==> src/rtl/trc_pkg.sv <==
package trc_pkg;
   localparam int MODE_W  = 3;
   localparam int POL_BIT = 3;
   localparam int ARM_BIT = 4;
   localparam int CTRL_W  = 5;
   localparam int OSEL_W  = 2;

   typedef enum logic [MODE_W-1:0] {
      MODE_EDGE     = 3'd0,
      MODE_TRIGSTOP = 3'd1,
      MODE_GATE_HI  = 3'd2,
      MODE_GATE_LO  = 3'd3,
      MODE_DIRECT   = 3'd4
   } trc_mode_e;

   typedef enum logic [OSEL_W-1:0] {
      OSEL_SYNC  = 2'd0,
      OSEL_TBASE = 2'd1,
      OSEL_LAYER = 2'd2,
      OSEL_OFF   = 2'd3
   } trc_osel_e;

   typedef struct packed {
      logic              arm;
      logic              fall;
      logic [MODE_W-1:0] mode;
   } trc_ctrl_t;
endpackage

==> src/rtl/trc_sync_edge.sv <==
module trc_sync_edge #(
   parameter int STAGES = 2
) (
   input  logic clk_i,
   input  logic rst_ni,
   input  logic d_i,
   output logic lvl_o,
   output logic rise_o,
   output logic fall_o
);
   logic [STAGES-1:0] chain;
   logic              prev;

   if (STAGES < 2) begin : g_bad_stages
      $error("trc_sync_edge: STAGES must be at least 2");
   end

   for (genvar s = 0; s < STAGES; s++) begin : g_stage
      if (s == 0) begin : g_first
         always_ff @(posedge clk_i or negedge rst_ni) begin
            if (!rst_ni) chain[0] <= 1'b0;
            else         chain[0] <= d_i;
         end
      end else begin : g_next
         always_ff @(posedge clk_i or negedge rst_ni) begin
            if (!rst_ni) chain[s] <= 1'b0;
            else         chain[s] <= chain[s-1];
         end
      end
   end

   always_ff @(posedge clk_i or negedge rst_ni) begin
      if (!rst_ni) prev <= 1'b0;
      else         prev <= chain[STAGES-1];
   end

   assign lvl_o  = chain[STAGES-1];
   assign rise_o = chain[STAGES-1] & ~prev;
   assign fall_o = ~chain[STAGES-1] & prev;
endmodule

==> src/rtl/trc_cfg_regs.sv <==
module trc_cfg_regs
   import trc_pkg::*;
#(
   parameter int ADDR_W = 2,
   parameter int DATA_W = 8
) (
   input  logic              clk_i,
   input  logic              rst_ni,
   input  logic              we_i,
   input  logic [ADDR_W-1:0] addr_i,
   input  logic [DATA_W-1:0] wdata_i,
   output trc_ctrl_t         ctrl_o,
   output logic [OSEL_W-1:0] osel_o,
   output logic              kill_o
);
   localparam logic [ADDR_W-1:0] A_CTRL = ADDR_W'(0);
   localparam logic [ADDR_W-1:0] A_OSEL = ADDR_W'(1);

   if (DATA_W < CTRL_W) begin : g_bad_width
      $error("trc_cfg_regs: DATA_W too small for control word");
   end
   if (ADDR_W < 1) begin : g_bad_addr
      $error("trc_cfg_regs: ADDR_W must be at least 1");
   end

   if (DATA_W > CTRL_W) begin : g_spare
      logic unused_hi;
      assign unused_hi = ^wdata_i[DATA_W-1:CTRL_W];
   end

   trc_ctrl_t ctrl_q, ctrl_new;
   logic      wr_ctrl, wr_osel;

   assign ctrl_new = trc_ctrl_t'(wdata_i[CTRL_W-1:0]);
   assign wr_ctrl  = we_i && (addr_i == A_CTRL);
   assign wr_osel  = we_i && (addr_i == A_OSEL);
   assign kill_o   = wr_ctrl && (!ctrl_new.arm || (ctrl_new.mode != ctrl_q.mode));

   always_ff @(posedge clk_i or negedge rst_ni) begin
      if (!rst_ni) begin
         ctrl_q <= '0;
         osel_o <= OSEL_SYNC;
      end else begin
         if (wr_ctrl) ctrl_q <= ctrl_new;
         if (wr_osel) osel_o <= wdata_i[OSEL_W-1:0];
      end
   end

   assign ctrl_o = ctrl_q;
endmodule

==> src/rtl/trc_run_fsm.sv <==
module trc_run_fsm
   import trc_pkg::*;
(
   input  logic              clk_i,
   input  logic              rst_ni,
   input  logic [MODE_W-1:0] mode_i,
   input  logic              arm_i,
   input  logic              pol_fall_i,
   input  logic              lvl_i,
   input  logic              rise_i,
   input  logic              fall_i,
   input  logic              kill_i,
   output logic              run_o,
   output logic              start_o,
   output logic              stop_o
);
   logic run_q, run_nx, hit;

   assign hit = pol_fall_i ? fall_i : rise_i;

   always_comb begin
      run_nx = run_q;
      case (trc_mode_e'(mode_i))
         MODE_EDGE:     if (hit) run_nx = 1'b1;
         MODE_TRIGSTOP: if (hit) run_nx = ~run_q;
         MODE_GATE_HI:  run_nx = lvl_i;
         MODE_GATE_LO:  run_nx = ~lvl_i;
         default:       run_nx = 1'b0;
      endcase
      if (!arm_i || kill_i) run_nx = 1'b0;
   end

   always_ff @(posedge clk_i or negedge rst_ni) begin
      if (!rst_ni) begin
         run_q   <= 1'b0;
         start_o <= 1'b0;
         stop_o  <= 1'b0;
      end else begin
         run_q   <= run_nx;
         start_o <= run_nx & ~run_q;
         stop_o  <= ~run_nx & run_q;
      end
   end

   assign run_o = run_q;
endmodule

==> src/rtl/trc_out_mux.sv <==
module trc_out_mux
   import trc_pkg::*;
(
   input  logic [OSEL_W-1:0] osel_i,
   input  logic [MODE_W-1:0] mode_i,
   input  logic              lvl_i,
   input  logic              timebase_i,
   input  logic              layer_drv_i,
   output logic              sync_out_o,
   output logic              layer_sync_o
);
   always_comb begin
      case (trc_osel_e'(osel_i))
         OSEL_SYNC:  sync_out_o = lvl_i;
         OSEL_TBASE: sync_out_o = timebase_i;
         OSEL_LAYER: sync_out_o = layer_drv_i;
         default:    sync_out_o = 1'b0;
      endcase
   end

   assign layer_sync_o = (trc_mode_e'(mode_i) == MODE_DIRECT) ? lvl_i : 1'b0;
endmodule

==> src/rtl/trig_run_ctrl.sv <==
module trig_run_ctrl
   import trc_pkg::*;
#(
   parameter int ADDR_W      = 2,
   parameter int DATA_W      = 8,
   parameter int SYNC_STAGES = 2
) (
   input  logic              clk_i,
   input  logic              rst_ni,
   input  logic              reg_we_i,
   input  logic [ADDR_W-1:0] reg_addr_i,
   input  logic [DATA_W-1:0] reg_wdata_i,
   input  logic              sync_in_i,
   input  logic              timebase_i,
   input  logic              layer_drv_i,
   output logic              run_o,
   output logic              start_o,
   output logic              stop_o,
   output logic              layer_sync_o,
   output logic              sync_out_o
);
   trc_ctrl_t         ctrl;
   logic [OSEL_W-1:0] osel;
   logic [MODE_W-1:0] cur_mode;
   logic              kill, lvl, rise, fall;

   assign cur_mode = ctrl.mode;

   trc_cfg_regs #(.ADDR_W(ADDR_W), .DATA_W(DATA_W)) regs_i (
      .clk_i(clk_i), .rst_ni(rst_ni), .we_i(reg_we_i), .addr_i(reg_addr_i),
      .wdata_i(reg_wdata_i), .ctrl_o(ctrl), .osel_o(osel), .kill_o(kill)
   );

   trc_sync_edge #(.STAGES(SYNC_STAGES)) sync_i (
      .clk_i(clk_i), .rst_ni(rst_ni), .d_i(sync_in_i),
      .lvl_o(lvl), .rise_o(rise), .fall_o(fall)
   );

   trc_run_fsm fsm_i (
      .clk_i(clk_i), .rst_ni(rst_ni), .mode_i(cur_mode), .arm_i(ctrl.arm),
      .pol_fall_i(ctrl.fall), .lvl_i(lvl), .rise_i(rise), .fall_i(fall),
      .kill_i(kill), .run_o(run_o), .start_o(start_o), .stop_o(stop_o)
   );

   trc_out_mux mux_i (
      .osel_i(osel), .mode_i(cur_mode), .lvl_i(lvl), .timebase_i(timebase_i),
      .layer_drv_i(layer_drv_i), .sync_out_o(sync_out_o), .layer_sync_o(layer_sync_o)
   );
endmodule

==> config.mk <==
export PLATFORM = sky130hd
export DESIGN_NAME = trig_run_ctrl
export DESIGN_NICKNAME = d
export VERILOG_FILES = /design/src/rtl/trc_pkg.sv /design/src/rtl/trc_sync_edge.sv /design/src/rtl/trc_cfg_regs.sv /design/src/rtl/trc_run_fsm.sv /design/src/rtl/trc_out_mux.sv /design/src/rtl/trig_run_ctrl.sv
export SDC_FILE = /design/constraint.sdc
export NUM_CORES = 1
export LEC_CHECK = 0
export BUFFER_PORTS_ARGS = -buffer_cell sky130_fd_sc_hd__buf_2
export CORE_MARGIN = 2
export CORE_UTILIZATION = 42
export DETAILED_ROUTE_END_ITERATION = 10
export PLACE_DENSITY_LB_ADDON = 0.12
export SKIP_CTS_REPAIR_TIMING = 1
export SYNTH_ARGS = -nofsm -noshare
export SYNTH_HDL_FRONTEND = slang
export SYNTH_HIERARCHICAL = 1
export SYNTH_SLANG_ARGS = --single-unit
==> constraint.sdc <==
create_clock -name clk_i -period 1.7 [get_ports clk_i]
set_input_delay 0.17 -clock clk_i [delete_from_list [all_inputs] [get_ports clk_i]]
set_output_delay 0.17 -clock clk_i [all_outputs]
set_load 0.02 [all_outputs]
==> impl_metrics.yaml <==
run_status:
  status: "finished with violations"
  violations: "setup timing"
power:
  p_per_area_nw_per_um2: 1005
  ir_drop_uv: 534.7
  power.total_uw: 815.1
  power.leakage_uw: 0.0003884
layout:
  utilization_pct: 60.79
  layout-drive-gt1-share_pct: 53.42
  area_growth_pct: 32.24
  nets: 91
  n_antenna_cell: 0
  final_cell_area_um2: 810.8
synth:
  synthTopCellsByCount: "dfrtp_1 (13), mux2_2 (7), xor2_1 (3)"
  yosysMostFrequentCell: "dfrtp_1"
  async_reset_ff_share_pct: 100.0
  syn_area_per_cell_um2: 13.62
  synth_top_area_cell: "dfrtp_1"
  synth-main-ff-cell: "dfrtp_1"
  syn_inst: 45
  syn_area_um2: 613.1
  yosysSeqAreaShare_pct: 53.06
  netlist.area_leader.share_pct: 53.06
  synthTopCellsByArea: "dfrtp_1 (53%), mux2_2 (13%), xor2_1 (4.3%), mux2i_1 (3.3%), nor3b_4 (3.1%)"
  ys_ff_latch: 13
  synth_cell_type_count: 21
  yosysWarnings: 6
  synth_nets: 62
  synth_edf_count: 0
clocking:
  htree_levels: 1
  clkSlewWorstSetupHoldPaths_ns: 0.07
  clk-insertion-delay-late_ns: 0.27
  root_buffer: "clkbuf_4"
  clock_path_buffers: 2
  cts_tree: "yes"
  numCtsBuffers: 3
  cts_sinks: 13
critical_path:
  arrival_ns: 1.90
  critPathMaxFanout: 3
  path_class: "reg2reg"
  critical_path_required_ns: 1.86
  setup.worst_path.end_class: "register"
  critPathLaunchType: "register"
route:
  drtIter0Drc: 1
  ant_nets: 0
  dr.pass1.iters: 2
  routed_via_density: 5.034
  wl_um: 1122
  remaining_drc_errors: 0
  wire_per_inst_um: 12.75
  num_vias: 443
sta:
  tightest_slew_ns: 0.3727
  fin_crit_sh_pct: 102.7
  min_period_ns: 1.746
  drv_slew: 0
  setup_viol: 2
  slew_headroom_pct: 75.13
  rsz0062_at_grt: "true"
  fmax_ghz: 0.5728
  fin_skew_ns: 0.003919
  timing.final.ws_setup_ns: -0.04572
  finalHoldViolations: 0
global_routing:
  grt.total_usage_pct: 14.17
  grt_max_degree: 14
  overflow: 0
  antenna_found_initial: 0
  grt_pass1_wl_um: 1849
  grt_pass1_vias: 427
die:
  design.die.area_um2: 1781
  die_w_um: 42.21
  ioPinCount: 21
  rows: 13
  coreArea_um2: 1334
  fp.dieH_um: 42.21
  initial_utilization_pct: 45.97
place:
  place_congestion: 0.6794
  dp_hpwl_um: 828.4
  port_buffers: 17
  placed_area_um2: 747.0
worst_hold_path:
  hold_class: "in2reg"
job:
  maxCapViolations: 0
worst paths after layout:
kind                             startpoint                to  slack (ns)  depth (start not counted)
min reg2reg                 sync_i/chain[0]      sync_i/lvl_o        0.38                          0
max                        regs_i/ctrl_o[2]      fsm_i/stop_o       -0.05                          4
min                          reg_wdata_i[3]  regs_i/ctrl_o[3]        0.15                          2
max reg2reg                regs_i/ctrl_o[2]      fsm_i/stop_o       -0.05                          4
min in group asynchronous            rst_ni       sync_i/prev        0.30                          2
max in group asynchronous            rst_ni      fsm_i/stop_o        1.18                          2
cell usage in the layout (no fill, tap or decap), drive strengths merged:
cell type and n:
a21oi 1, and2 1, and2b 1, and4bb 1, buf 22, clkbuf 4
dfrtp 13, dlygate4sd3 2, ha 1, inv 2, mux2 7, mux2i 2
nand2b 2, nand3b 2, nor2b 1, nor3 1, nor3b 1, nor4 1
o21ai 1, o31a 1, o41a 1, or3b 1, xnor2 1, xor2 3
metal layers:
metal  wire (um)  GRT usage (%)  vias up
li1            -              -      215
met1         484          17.39      211
met2         551          22.46       17
met3          86          7.759        0
met4           0          1.875        0
met5           0              0        -
critical path, cell delays in order, from the launching register on:
cell and delay (ns):
dfrtp_1 0.39, xor2_1 0.14, o41a_2 0.46, or3b_4 0.39, o31a_1 0.25
final cells by class:
cell class                      count  area, um^2
Sequential cell                    13       325.3
Fill cell                         124       523.0
Tap cell                           15       18.77
Timing Repair Buffer               24       142.6
Inverter                            2       7.507
Multi-Input combinational cell     30       290.3
Clock buffer                        4       26.28
state kept, by name, indices dropped and copies added (netlist names):
signal	flops
regs_i/ctrl_o	5
fsm_i/run_o	1
sync_i/lvl_o	1
sync_i/chain	1
fsm_i/stop_o	1
regs_i/osel_o	2
fsm_i/start_o	1
sync_i/prev	1
report_power, final:
part	internal (uW)	switching [uW]
Sequential	356	29.6
Clock	90.9	93.2
Combinational	131	114
logic make-up (layout without fill, tap and decap cells):
family	Yosys count	count (layout)	share of synthesized area (%)
mux	9	9	16.12
fa+ha+maj	1	1	2.040
flops	13	13	53.06
compound gates	4	4	5.100
xor+xnor	4	4	5.715
simple gates	12	12	16.73
buf+inv	2	30	1.225
through the flow:
step                      hold WS (ns)  instances  setup TNS (ns)  worst slack [ns]
after floorplan                -0.1256         45        -0.02492          -0.02492
after global placement         0.06787         81        -0.03894          -0.03894
after detailed placement       0.06611         81         -0.1217          -0.06891
after CTS                      -0.2381         85         -0.1502          -0.08571
after global routing            0.1363         88         -0.1909          -0.09845
final                           0.1466         88        -0.05410          -0.04572
Power figures use the tool's default switching activity.
